## config.mk

```make
export PLATFORM = sky130hd
export DESIGN_NAME = brk_unit
export DESIGN_NICKNAME = d
export VERILOG_FILES = /design/src/rtl/brk_pkg.sv /design/src/rtl/brk_regs.sv /design/src/rtl/brk_chan.sv /design/src/rtl/brk_seq.sv /design/src/rtl/brk_unit.sv
export SDC_FILE = /design/constraint.sdc
export NUM_CORES = 1
export LEC_CHECK = 0
export ABC_AREA = 1
export CORE_ASPECT_RATIO = 1.25
export CORE_MARGIN = 5
export CORE_UTILIZATION = 50
export CTS_BUF_LIST = sky130_fd_sc_hd__clkbuf_4
export DETAILED_ROUTE_END_ITERATION = 10
export PLACE_DENSITY = 0.74
export SLEW_MARGIN = 20
export SYNTH_ARGS = -nofsm -noshare
export SYNTH_HDL_FRONTEND = slang
export SYNTH_HIERARCHICAL = 1
export SYNTH_SLANG_ARGS = --single-unit
```

## constraint.sdc

```tcl
create_clock -name clk -period 5.6 [get_ports clk]
set_input_delay 1.12 -clock clk [delete_from_list [all_inputs] [get_ports clk]]
set_output_delay 1.12 -clock clk [all_outputs]
set_load 0.02 [all_outputs]
```

## src/rtl/brk_pkg.sv

```systemverilog
package brk_pkg;
    localparam int AW  = 32;
    localparam int IW  = 8;
    localparam int DW  = 32;
    localparam int RAW = 4;
    localparam int NCH = 2;

    localparam logic [RAW-1:0] OFS_ADDR  = 4'd0;
    localparam logic [RAW-1:0] OFS_AMASK = 4'd1;
    localparam logic [RAW-1:0] OFS_TAG   = 4'd2;
    localparam logic [RAW-1:0] OFS_CTRL  = 4'd3;
    localparam int             CH_STRIDE = 4;
    localparam logic [RAW-1:0] RG_BDATA  = 4'd8;
    localparam logic [RAW-1:0] RG_BDMASK = 4'd9;
    localparam logic [RAW-1:0] RG_MODE   = 4'd10;
    localparam logic [RAW-1:0] RG_STAT   = 4'd11;

    typedef struct packed {
        logic          valid;
        logic [IW-1:0] asid;
        logic [AW-1:0] addr;
        logic [DW-1:0] data;
        logic          fetch;
        logic          write;
        logic [1:0]    size;
    } bus_t;

    typedef struct packed {
        logic [AW-1:0] addr;
        logic [AW-1:0] amask;
        logic [IW-1:0] asid;
        logic          asid_ign;
        logic          en;
        logic          bus_sel;
        logic [1:0]    ctype;
        logic [1:0]    dir;
        logic [1:0]    size;
        logic          after;
        logic          dbus_sel;
        logic [DW-1:0] data;
        logic [DW-1:0] dmask;
    } cfg_t;

    function automatic logic ctype_ok(input logic [1:0] sel, input logic fetch);
        case (sel)
            2'b01:   return fetch;
            2'b10:   return !fetch;
            default: return 1'b1;
        endcase
    endfunction

    function automatic logic dir_ok(input logic [1:0] sel, input logic write);
        case (sel)
            2'b01:   return !write;
            2'b10:   return write;
            default: return 1'b1;
        endcase
    endfunction

    function automatic logic size_ok(input logic [1:0] sel, input logic [1:0] sz);
        if (sel == 2'b00) return 1'b1;
        return sel == (sz + 2'd1);
    endfunction
endpackage

```

## src/rtl/brk_regs.sv

```systemverilog
module brk_regs
    import brk_pkg::*;
#(
    parameter int REP_W = 2
) (
    input  logic                 clk,
    input  logic                 rst,
    input  logic                 we,
    input  logic [RAW-1:0]       addr,
    input  logic [31:0]          wdata,
    output cfg_t [NCH-1:0]       cfg,
    output logic                 seq_mode,
    output logic [REP_W-1:0]     rep_n,
    output logic                 cond_wr,
    output logic                 stat_wr
);
    for (genvar ch = 0; ch < NCH; ch++) begin : g_ch
        localparam logic [RAW-1:0] BASE = RAW'(ch * CH_STRIDE);
        always_ff @(posedge clk) begin
            if (rst) begin
                cfg[ch] <= '0;
            end else if (we) begin
                if (addr == BASE + OFS_ADDR)  cfg[ch].addr  <= wdata[AW-1:0];
                if (addr == BASE + OFS_AMASK) cfg[ch].amask <= wdata[AW-1:0];
                if (addr == BASE + OFS_TAG) begin
                    cfg[ch].asid     <= wdata[IW-1:0];
                    cfg[ch].asid_ign <= wdata[IW];
                end
                if (addr == BASE + OFS_CTRL) begin
                    cfg[ch].en       <= wdata[0];
                    cfg[ch].bus_sel  <= wdata[1];
                    cfg[ch].ctype    <= wdata[3:2];
                    cfg[ch].dir      <= wdata[5:4];
                    cfg[ch].size     <= wdata[7:6];
                    cfg[ch].after    <= wdata[8];
                    cfg[ch].dbus_sel <= (ch == 1) ? wdata[9] : 1'b0;
                end
                if (ch == 1 && addr == RG_BDATA)  cfg[ch].data  <= wdata[DW-1:0];
                if (ch == 1 && addr == RG_BDMASK) cfg[ch].dmask <= wdata[DW-1:0];
            end
        end
    end

    always_ff @(posedge clk) begin
        if (rst) begin
            seq_mode <= 1'b0;
            rep_n    <= '0;
        end else if (we && addr == RG_MODE) begin
            seq_mode <= wdata[0];
            rep_n    <= wdata[REP_W:1];
        end
    end

    assign stat_wr = we && (addr == RG_STAT);
    assign cond_wr = we && (addr != RG_STAT);
endmodule

```

## src/rtl/brk_chan.sv

```systemverilog
module brk_chan
    import brk_pkg::*;
#(
    parameter bit HAS_DATA = 1'b0
) (
    input  cfg_t cfg,
    input  bus_t bus0,
    input  bus_t bus1,
    output logic hit,
    output logic is_fetch
);
    bus_t abus;
    logic addr_ok, tag_ok, qual_ok, data_ok;

    assign abus    = cfg.bus_sel ? bus1 : bus0;
    assign addr_ok = ((abus.addr ^ cfg.addr) & ~cfg.amask) == '0;
    assign tag_ok  = cfg.asid_ign || (abus.asid == cfg.asid);
    assign qual_ok = ctype_ok(cfg.ctype, abus.fetch)
                  && dir_ok(cfg.dir, abus.write)
                  && size_ok(cfg.size, abus.size);

    if (HAS_DATA) begin : g_data
        logic [DW-1:0] dval;
        assign dval    = cfg.dbus_sel ? bus1.data : bus0.data;
        assign data_ok = ((dval ^ cfg.data) & ~cfg.dmask) == '0;
    end else begin : g_nodata
        assign data_ok = 1'b1;
    end

    assign hit      = cfg.en && abus.valid && addr_ok && tag_ok && qual_ok && data_ok;
    assign is_fetch = abus.fetch;
endmodule

```

## src/rtl/brk_seq.sv

```systemverilog
module brk_seq #(
    parameter int REP_W = 2
) (
    input  logic             clk,
    input  logic             rst,
    input  logic             hit_a,
    input  logic             hit_b,
    input  logic             fetch_a,
    input  logic             fetch_b,
    input  logic             after_a,
    input  logic             after_b,
    input  logic             seq_mode,
    input  logic [REP_W-1:0] rep_n,
    input  logic             cond_wr,
    input  logic             stat_wr,
    input  logic [1:0]       stat_keep,
    input  logic             ret_vld,
    output logic             armed,
    output logic [REP_W-1:0] rep_cnt,
    output logic             pend,
    output logic             fire_b,
    output logic             brk_req,
    output logic             stat_a,
    output logic             stat_b
);
    localparam int CW = REP_W + 1;

    logic          b_elig, fire_a, late_a, late_b, now_req, ret_fire;
    logic [CW-1:0] target;

    assign target   = (rep_n == '0) ? CW'(1) : {1'b0, rep_n};
    assign b_elig   = hit_b && (!seq_mode || armed);
    assign fire_b   = b_elig && (({1'b0, rep_cnt} + CW'(1)) == target);
    assign fire_a   = hit_a && !seq_mode;
    assign late_a   = fire_a && after_a && fetch_a;
    assign late_b   = fire_b && after_b && fetch_b;
    assign now_req  = (fire_a && !late_a) || (fire_b && !late_b);
    assign ret_fire = pend && ret_vld;

    always_ff @(posedge clk) begin
        if (rst) begin
            armed   <= 1'b0;
            rep_cnt <= '0;
        end else if (cond_wr) begin
            armed   <= 1'b0;
            rep_cnt <= '0;
        end else begin
            if (fire_b)
                armed <= 1'b0;
            else if (seq_mode && hit_a)
                armed <= 1'b1;
            if (fire_b)
                rep_cnt <= '0;
            else if (b_elig)
                rep_cnt <= rep_cnt + 1'b1;
        end
    end

    always_ff @(posedge clk) begin
        if (rst) begin
            pend    <= 1'b0;
            brk_req <= 1'b0;
            stat_a  <= 1'b0;
            stat_b  <= 1'b0;
        end else begin
            pend    <= late_a || late_b || (pend && !ret_vld);
            brk_req <= now_req || ret_fire;
            stat_a  <= hit_a  || (stat_a && !(stat_wr && !stat_keep[0]));
            stat_b  <= fire_b || (stat_b && !(stat_wr && !stat_keep[1]));
        end
    end
endmodule

```

## src/rtl/brk_unit.sv

```systemverilog
module brk_unit
    import brk_pkg::*;
#(
    parameter int REP_W = 2
) (
    input  logic          clk,
    input  logic          rst,
    input  logic          reg_we,
    input  logic [3:0]    reg_addr,
    input  logic [31:0]   reg_wdata,
    input  logic          bus0_vld,
    input  logic [7:0]    bus0_asid,
    input  logic [31:0]   bus0_addr,
    input  logic [31:0]   bus0_data,
    input  logic          bus0_fetch,
    input  logic          bus0_wr,
    input  logic [1:0]    bus0_size,
    input  logic          bus1_vld,
    input  logic [7:0]    bus1_asid,
    input  logic [31:0]   bus1_addr,
    input  logic [31:0]   bus1_data,
    input  logic          bus1_fetch,
    input  logic          bus1_wr,
    input  logic [1:0]    bus1_size,
    input  logic          ret_vld,
    output logic          brk_req,
    output logic          stat_a,
    output logic          stat_b
);
    bus_t             bus0, bus1;
    cfg_t [NCH-1:0]   cfg;
    logic [NCH-1:0]   hit, is_fetch;
    logic             seq_mode, cond_wr, stat_wr, armed, pend, fire_b;
    logic [REP_W-1:0] rep_n, rep_cnt;

    assign bus0 = '{valid: bus0_vld, asid: bus0_asid, addr: bus0_addr, data: bus0_data,
                    fetch: bus0_fetch, write: bus0_wr, size: bus0_size};
    assign bus1 = '{valid: bus1_vld, asid: bus1_asid, addr: bus1_addr, data: bus1_data,
                    fetch: bus1_fetch, write: bus1_wr, size: bus1_size};

    brk_regs #(.REP_W(REP_W)) u_regs (
        .clk(clk), .rst(rst), .we(reg_we), .addr(reg_addr), .wdata(reg_wdata),
        .cfg(cfg), .seq_mode(seq_mode), .rep_n(rep_n),
        .cond_wr(cond_wr), .stat_wr(stat_wr)
    );

    for (genvar ch = 0; ch < NCH; ch++) begin : g_chan
        brk_chan #(.HAS_DATA(ch == 1)) u_chan (
            .cfg(cfg[ch]), .bus0(bus0), .bus1(bus1),
            .hit(hit[ch]), .is_fetch(is_fetch[ch])
        );
    end

    brk_seq #(.REP_W(REP_W)) u_seq (
        .clk(clk), .rst(rst),
        .hit_a(hit[0]), .hit_b(hit[1]),
        .fetch_a(is_fetch[0]), .fetch_b(is_fetch[1]),
        .after_a(cfg[0].after), .after_b(cfg[1].after),
        .seq_mode(seq_mode), .rep_n(rep_n), .cond_wr(cond_wr),
        .stat_wr(stat_wr), .stat_keep(reg_wdata[1:0]), .ret_vld(ret_vld),
        .armed(armed), .rep_cnt(rep_cnt), .pend(pend), .fire_b(fire_b),
        .brk_req(brk_req), .stat_a(stat_a), .stat_b(stat_b)
    );
endmodule

```

* Word-level counts from Yosys, hierarchy flattened
Index checks and enable logic that the tools add are counted.
** Cells by class
- Divide/modulo/power cells :: 0
- Bitwise logic cells :: 9
- Reductions and logical operators :: 71
- Mux-type cells :: 14
- Eq/ne operators :: 25
- $add $sub $neg :: 4
- Multiply operators :: 0
- Shift operators :: 0
- Magnitude comparators :: 0
** Operators with widths (count)
- 77-bit two-way mux :: 2
- 32-bit AND :: 3
- 32-bit zero test :: 3
- 32-bit NOT :: 3
- 32-bit bitwise XOR :: 3
- 1-bit logical AND :: 32
- 32-bit two-way mux :: 1
- 2-bit AND reduction :: 10
- 4-bit by 3-bit equality test with 1-bit output (second input constant) :: 4
- 4-bit equality test (second input constant) :: 4
- 8-bit equality test :: 2
- 1-bit zero test :: 12
- 1-bit logical OR :: 9
- 2-bit by 1-bit equality test with 1-bit output (second input constant) :: 4
- 2-bit equality test (second input constant) :: 4
- 4-bit by 2-bit equality test with 1-bit output (second input constant) :: 2
- 1-bit case mux with 2 select lines :: 4
- 2-bit by 1-bit adder with 2-bit output (second input constant) :: 3
- 2-bit zero test :: 3
- 1-bit two-way mux :: 6
- 2-bit equality test :: 2
- 4-bit by 1-bit equality test with 1-bit output (second input constant) :: 1
- 4-bit zero test :: 1
- 4-bit != test (second input constant) :: 1
- other kinds (4) :: 4
** Storage, ports and cells
- Bits in writable memories :: 0
- Memories kept :: 0
- Register bits after elaboration :: 239
- Memory bits (read-only) :: 0
- Latch bits :: 0

* Logic depth before layout (Yosys ltp)
Gate-level depths: netlist (run 1).
- Depth in word-level cells :: 16
- Gate-level depth with buffers :: 19

* By module
The synthesis (run 1) kept the hierarchy.
** By module, submodules not included
- brk_regs :: area an instance 9620.5 µm², instances 1, seq. area each 4644.5 µm², cells each 1404
- brk_chan at g_chan[1].u_chan :: area an instance 2866.5 µm², instances 1, seq. area each 0.0 µm², cells each 638
- brk_chan at g_chan[0].u_chan :: area an instance 1619.1 µm², instances 1, seq. area each 0.0 µm², cells each 345
- brk_seq :: area an instance 384.1 µm², instances 1, seq. area each 140.1 µm², cells each 55

* Least setup slack after synthesis (run 1)
Ideal clock, no wire load.
- Path type :: in2reg
- Start point :: input bus1_addr[16]
- End point :: register u_seq.brk_req
- Buffers on the path :: 0
- Setup slack :: 3.165 ns
- Required time :: 5.482 ns
- Arrival :: 2.317 ns
- Stages on the path :: 13
- Cell sequence :: nand2_1 -> nand2_1 -> or2_2 -> nand2_1 -> nand4_1 -> nor2_1 -> nand2_1 -> nor2_1 -> nand2_1 -> nor2_1 -> nor2_1 -> a21oi_1 -> a21oi_1
** On the way
- Elaborated cells on any way between the ends :: 28
** RTL lines
- start, declared :: RTL line brk_unit.sv:20 : input logic [31:0] bus1_addr,
- 77-bit two-way mux (*) :: RTL line brk_chan.sv:15 : assign abus = cfg.bus_sel ? bus1 : bus0;
- 32-bit bitwise XOR (*) :: RTL line brk_chan.sv:16 : assign addr_ok = ((abus.addr ^ cfg.addr) & ~cfg.amask) == '0;
- 32-bit AND (*) :: RTL line brk_chan.sv:16
- 32-bit zero test (*) :: RTL line brk_chan.sv:16
- 1-bit logical AND (*) (3 in a row) :: RTL line brk_chan.sv:30 : assign hit = cfg.en && abus.valid && addr_ok && tag_ok && qual_ok && data_ok;
- named net hit[0] :: RTL line brk_unit.sv:32 : logic [NCH-1:0] hit, is_fetch;
- 1-bit logical AND (*) :: RTL line brk_seq.sv:34 : assign fire_a = hit_a && !seq_mode;
- 1-bit logical AND (2 in a row) :: RTL line brk_seq.sv:35 : assign late_a = fire_a && after_a && fetch_a;
- 1-bit zero test :: RTL line brk_seq.sv:37 : assign now_req = (fire_a && !late_a) || (fire_b && !late_b);
- 1-bit logical AND (*) :: RTL line brk_seq.sv:37
- 1-bit logical OR (*) :: RTL line brk_seq.sv:37
- 1-bit logical OR (*) :: RTL line brk_seq.sv:67 : brk_req <= now_req || ret_fire;
- end signal, assigned :: RTL line brk_seq.sv:67
- end, declared :: RTL line brk_seq.sv:22 : output logic brk_req,
Mark *: on every way through the listed nets, which the timed path passes. The rest lies on a longest branch.
A chain may end at the register's enable or synchronous reset.

* Final worst setup path (run 1)
- Start point :: register, netlist name u_regs/cfg[72]
- End point :: register u_seq.brk_req
** On the way
- Elaborated cells on any way between the ends :: 26
** RTL lines
- 77-bit two-way mux (*) :: RTL line brk_chan.sv:15
- named net is_fetch[0] :: RTL line brk_unit.sv:32
- 1-bit zero test :: RTL line brk_pkg.sv:47 : 2'b10: return !fetch;
- 1-bit case mux with 2 select lines (*) :: RTL line brk_pkg.sv:45 : case (sel)
- 1-bit logical AND (*) :: RTL line brk_chan.sv:19 : && dir_ok(cfg.dir, abus.write)
- 1-bit logical AND (*) :: RTL line brk_chan.sv:20 : && size_ok(cfg.size, abus.size);
- 1-bit logical AND (*) :: RTL line brk_chan.sv:30
- named net hit[0] :: RTL line brk_unit.sv:32
- 1-bit logical AND (*) :: RTL line brk_seq.sv:34
- 1-bit logical AND (2 in a row) :: RTL line brk_seq.sv:35
- 1-bit zero test :: RTL line brk_seq.sv:37
- 1-bit logical AND (*) :: RTL line brk_seq.sv:37
- 1-bit logical OR (*) :: RTL line brk_seq.sv:37
- 1-bit logical OR (*) :: RTL line brk_seq.sv:67
Marked as above.

==> results of run 1 <==
[layout make-up]
cell class	count	area, um^2	share of cell area
multi-input combinational	1826	7850	0.471
clock inverter	6	48.8	0.00293
inverter	208	786	0.0472
tap	350	438	0.0263
timing repair buffer	206	2040	0.123
sequential	239	4790	0.287
antenna	1	2.50	0.000150
clock buffer	93	698	0.0419
[report_power, final]
| part | switching [mW] | internal (mW) |
|---|---|---|
| clock network | 0.703 | 0.786 |
| registers | 0.0220 | 1.74 |
| logic | 0.354 | 0.253 |
| total | 1.08 | 2.78 |
[per-layer routing]
layer  up-vias  share of wire  routed length [um]
met2       592           0.46               21200
li1       7581              -                   -
met1      6712           0.42               19400
met3       111          0.084                3900
met4         0          0.040                1840
met5         -              0                   0
[worst register-to-register path: stages, from the launching register on]
cell,delay (ns)
dfxtp_2,0.33
inv_2,0.62
nand2_1,0.22
nand2_1,0.14
nand2_1,0.06
nand3_1,0.17
nand2_1,0.08
nor2_1,0.11
nand2_1,0.11
a21oi_1,0.21
nand2_1,0.07
nor2_1,0.26
nand2_1,0.12
nor2_1,0.15
nor2_1,0.06
a21oi_1,0.11
a21oi_1,0.09
[path summary, 6_finish.rpt]
check            startpoint              to  slack, ns  cells after the start
max          u_regs/cfg[72]   u_seq/brk_req       2.56                     16
min reg2reg  u_regs/cfg[85]  u_regs/cfg[85]       0.47                      2
min          u_regs/cfg[85]  u_regs/cfg[85]       0.47                      2
max reg2reg  u_regs/cfg[72]   u_seq/brk_req       2.56                     16
[flip-flops by register name, indices dropped and copies added (netlist names)]
name             flops
u_regs/seq_mode      1
u_seq/brk_req        1
u_regs/rep_n         2
u_seq/stat_a         1
u_seq/armed          1
u_seq/rep_cnt        2
u_regs/cfg         229
u_seq/stat_b         1
u_seq/pend           1
[placed cells by master (no fill, tap or decap), types with 2 or more instances in the layout]
master           instances
nor2_4                   7
nand3_2                  3
dfxtp_2                  2
o211ai_1                 8
clkinv_1                 8
inv_2                    8
a21oi_2                  2
nand4_1                 44
inv_1                  196
ha_1                     9
or2_2                    3
nand3_4                  2
nand2_2                  7
or2_1                    2
or2_0                    4
buf_4                    9
nand2_1                979
nor2_1                 515
nor2_8                   2
a21oi_1                 23
o21ai_1                  2
o21ai_0                 20
nand3_1                 75
clkbuf_4                93
dfxtp_1                237
nand3b_1               115
clkdlybuf4s50_1        195
[metrics by stage]
| step | instances | area (um^2) | util | power, mW | worst slack [ns] |
|---|---|---|---|---|---|
| 5_1_grt | 2929 | 16700 | 0.602 | 4.04 | 2.37 |
| 6_report | 2929 | 16700 | 0.602 | 3.85 | 2.56 |
| 3_5_place_dp | 2829 | 15900 | 0.575 | 2.39 | 2.01 |
| 2_1_floorplan | 2375 | 14000 | - | 2.11 | 3.16 |
| 4_1_cts | 2928 | 16700 | 0.602 | 3.88 | 2.68 |
| 3_3_place_gp | 2829 | 15900 | 0.575 | 2.38 | 2.09 |
==> results.py, run 1 <==
metrics = {
    "grt": {
        "antenna_found_initial": 1,
        "grt_pass1_wl_um": 72600,
        "track_usage": 0.286,
        "grt_pass1_vias": 13732,
        "grt_overflow": 0,
        "use_met2": 0.470,
        "use_met1": 0.375,
        "grtUsageMet3": 0.0484,
        "grt_max_degree": 170,
        "top_usage_layer": "met2",
    },
    "timing": {
        "clock-skew-final_ns": 0.0171,
        "setup_viol": 0,
        "tightest_slew_ns": 1.07,
        "setup_tns_ns": 0,
        "fmax_mhz": 328,
        "fin_crit_sh": 0.544,
        "period_minus_slack_ns": 3.04,
        "relSlewSlack": 0.288,
        "hold_viol": 0,
        "slew_violations": 0,
        "rsz0062_at_grt": "false",
        "whs_ns": 0.473,
    },
    "setup_path": {
        "critPathKind": "reg -> reg",
        "max_stage_delay_ns": 0.62,
        "worstPathMaxFanout": 38,
        "crit_top_cell": "nand2_1",
        "cp_data_arrival_time_ns": 3.61,
        "timing.critical_path.buf_inv": 1,
        "cp.required_ns": 6.17,
        "crit_chain": "inv_2 > nand2_1 > nand2_1 > nand2_1 > nand3_1 > nand2_1 > nor2_1 > nand2_1 > a21oi_1 > nand2_1 > nor2_1 > nand2_1 > nor2_1 > nor2_1 > a21oi_1 > a21oi_1",
        "critPathCaptureType": "register",
        "slowest_stage": "inv_2",
        "startpoint_type": "register",
        "cp_top_family": "simple AND/OR/NAND/NOR gates",
    },
    "cts": {
        "post_cts_resized": 0,
        "cts-hold-fix-buffers": 0,
        "postCtsSetupBuffers": 0,
        "clkLatencyLatePin_ns": 0.71,
        "cts_tree": "built",
        "clkTransAtPathRegs_ns": 0.06,
        "cts_buffer_depth": 3,
        "root_buffer": "clkbuf_4",
        "h-tree-depth": 2,
        "cts_buffers": 61,
        "clkSinkCount": 239,
    },
    "finish": {
        "drive_above_1_share": 0.0559,
        "fillCellCount": 2745,
        "area_growth_syn_to_layout_pct": 19.0,
        "nets": 2745,
    },
    "route": {
        "ant_nets": 0,
        "drc_errors": 0,
        "vias_per_cell": 5.12,
        "routed_wl_um": 46400,
        "routed-via-count": 14996,
        "dr.pass1.iters": 6,
        "drt_first_iter_violations": 1361,
        "wl_per_cell_um": 15.8,
    },
    "placement": {
        "routabilityCongestion": 0.924,
        "hpwl_um": 32800,
        "port_buffers": 196,
    },
    "run_status": {
        "status": "completed",
    },
    "hold_path": {
        "min_path_type": "reg -> reg",
    },
    "floorplanning": {
        "die_x_um": 160,
        "ios": 197,
        "die-area_um2": 31500,
        "die_h_um": 197,
        "start_util": 0.506,
        "core_area_um2": 27700,
        "row_count": 68,
    },
    "logic_synthesis": {
        "syn_nets": 2578,
        "netlist_area_um2": 14000,
        "syn_avg_cell_area_um2": 5.89,
        "yosysWarningCount": 6,
        "synth_cells": 2375,
    },
    "power": {
        "power_density_nw_per_um2": 231,
        "p_leak_nw": 7.68,
        "ir_drop_v": 0.000151,
    },
    "job": {
        "cap_violations": 0,
    },
}
Note: power is estimated with default switching activity, not from simulation.
==> inputs of run 2 (changes only) <==
Clock period 5.6 ns to 3.13 ns, I/O delays scaled along.
==> run 2 against run 1 <==
Against the previous run:
- sequential share of layout area down 0.40 points
- global-route usage up 0.28 points
- core utilization up 0.86 points
- combinational power up 81%
- largest power group unchanged
- highest routed layer unchanged
==> results.py, run 2 (synthesized netlist as in run 1, its figures left out) <==
metrics = {
    "finish": {
        "nets": 2765,
        "final_area_um2": 16900,
        "multi_input_area_um2": 7840,
        "layout_commonest_cell": "nand2_1",
        "fin_util": 0.611,
        "mostFrequentLayoutCells": "979 x nand2_1, 515 x nor2_1, 237 x dfxtp_1, 196 x inv_1, 195 x clkdlybuf4s50_1",
        "area_growth_syn_to_layout_pct": 20.7,
        "top_regs": "u_regs/cfg: 229 flops, u_regs/rep_n: 2 flops, u_seq/rep_cnt: 2 flops",
        "drive_above_1_share": 0.0638,
        "largest_register_ff_count": 229,
        "regMostFlops": "u_regs/cfg",
        "fillCellCount": 2692,
        "sequential_cell_area_um2": 4790,
    },
    "setup_path": {
        "critPathCaptureType": "register",
        "crit_top_cell": "nand2_1",
        "crit_chain": "inv_2 > buf_4 > nand2_2 > nand2_1 > or2_0 > nand2_1 > nand2_1 > nor2_1 > nand2_1 > nor2_1 > nand2_1 > nor2_1 > o21a_2 > nand2_2 > nand2_2 > a21oi_2",
        "max_stage_delay_ns": 0.39,
        "critPathKind": "reg -> reg",
        "startpoint_type": "register",
        "cp.required_ns": 3.68,
        "worstPathMaxFanout": 17,
        "slowest_stage": "dfxtp_1",
        "cp_data_arrival_time_ns": 3.06,
    },
    "cts": {
        "postCtsSetupBuffers": 0,
        "h-tree-depth": 3,
        "root_buffer": "clkbuf_4",
        "cts_tree": "built",
        "clkSinkCount": 239,
        "clkLatencyLatePin_ns": 0.65,
        "cts_buffer_depth": 3,
        "cts-hold-fix-buffers": 0,
        "post_cts_resized": 0,
        "cts_buffers": 66,
        "clkTransAtPathRegs_ns": 0.06,
    },
    "placement": {
        "routabilityCongestion": 0.946,
        "hpwl_um": 33600,
        "placed_area_um2": 16100,
        "port_buffers": 196,
    },
    "timing": {
        "setup_viol": 0,
        "hold_viol": 0,
        "setup_tns_ns": 0,
        "whs_ns": 0.475,
        "relSlewSlack": 0.536,
        "fmax_mhz": 398,
        "clock-skew-final_ns": 0.0176,
        "rsz0062_at_grt": "false",
        "tightest_slew_ns": 0.694,
        "period_minus_slack_ns": 2.51,
        "fin_crit_sh": 0.803,
        "slew_violations": 0,
    },
    "floorplanning": {
        "die-area_um2": 31500,
        "row_count": 68,
        "ios": 197,
        "die_h_um": 197,
        "core_area_um2": 27700,
        "die_x_um": 160,
        "start_util": 0.506,
    },
    "grt": {
        "track_usage": 0.289,
        "grt_pass1_vias": 13806,
        "grt_pass1_wl_um": 72900,
        "grt_overflow": 0,
        "antenna_found_initial": 1,
        "grt_max_degree": 77,
    },
    "route": {
        "drt_first_iter_violations": 1525,
        "ant_nets": 0,
        "wl_per_cell_um": 15.8,
        "routed_wl_um": 46800,
        "dr.pass1.iters": 6,
        "routed-via-count": 15189,
        "drc_errors": 0,
        "vias_per_cell": 5.14,
    },
    "power": {
        "ir_drop_v": 0.000280,
        "intPower_mw": 5.00,
        "p_switching_mw": 1.98,
        "seqPwrFrac": 0.451,
        "swShare": 0.283,
        "p_leak_nw": 7.81,
        "pwr-share-clk": 0.391,
        "p_comb_frac": 0.158,
        "power_density_nw_per_um2": 413,
    },
    "run_status": {
        "status": "completed",
    },
    "job": {
        "cap_violations": 0,
    },
    "hold_path": {
        "min_path_type": "reg -> reg",
    },
}
run 2: cell count changes in the layout (fill, tap and decap cells not counted):
cell and delta:
buf_12 +8, buf_4 +7, bufinv_16 -1, clkbuf_4 +6
clkinv_1 +3, inv_2 +2, nor2_2 +2, nor2_4 -2
run 2: per-layer routing:
| metal | routed length, um | track usage | vias up |
|---|---|---|---|
| li1 | - | - | 7634 |
| met1 | 19600 | 0.372 | 6803 |
| met2 | 21300 | 0.468 | 650 |
| met3 | 4000 | 0.0603 | 102 |
| met4 | 1880 | 0.129 | 0 |
| met5 | 0 | 0 | - |
run 2: worst max-delay path, delay by kind of cell (launching register included):
kind                   cells  cell delay, ns
and+or+nand+nor           12            1.34
DFF                        1            0.39
buffers and inverters      2            0.38
AOI/OAI and AO/OA          2            0.29
run 2: power groups by stage:
stage / Combinational (mW) / Sequential, mW / Clock [mW]
6_report: 1.10 / 3.15 / 2.73
3_3_place_gp: 1.07 / 3.21 / 0
2_1_floorplan: 0.579 / 3.20 / 0
5_1_grt: 1.21 / 3.15 / 2.95
4_1_cts: 1.09 / 3.15 / 2.80
3_5_place_dp: 1.08 / 3.21 / 0
run 2: final timing paths:
check / startpoint / to / slack, ns / cells after the start
worst max-delay path: u_regs/cfg[211] / u_seq/rep_cnt[0] / 0.62 / 16
worst max register to register: u_regs/cfg[211] / u_seq/rep_cnt[0] / 0.62 / 16
worst min register to register: u_regs/cfg[169] / u_regs/cfg[169] / 0.48 / 2
worst min-delay path: u_regs/cfg[169] / u_regs/cfg[169] / 0.48 / 2
run 2: per-stage QoR:
step           instances  setup WS (ns)  power [mW]
4_1_cts             2953          0.623        7.03
2_1_floorplan       2375           1.19        3.78
3_3_place_gp        2844          0.250        4.28
5_1_grt             2954          0.405        7.31
6_report            2954          0.617        6.98
3_5_place_dp        2844          0.208        4.30
run 2: cell type report:
cell class,instances,share of cell area
antenna,1,0.000148
clock buffer,99,0.0440
clock inverter,10,0.00222
inverter,208,0.0465
multi-input combinational,1826,0.464
sequential,239,0.283
tap,350,0.0259
timing repair buffer,221,0.134
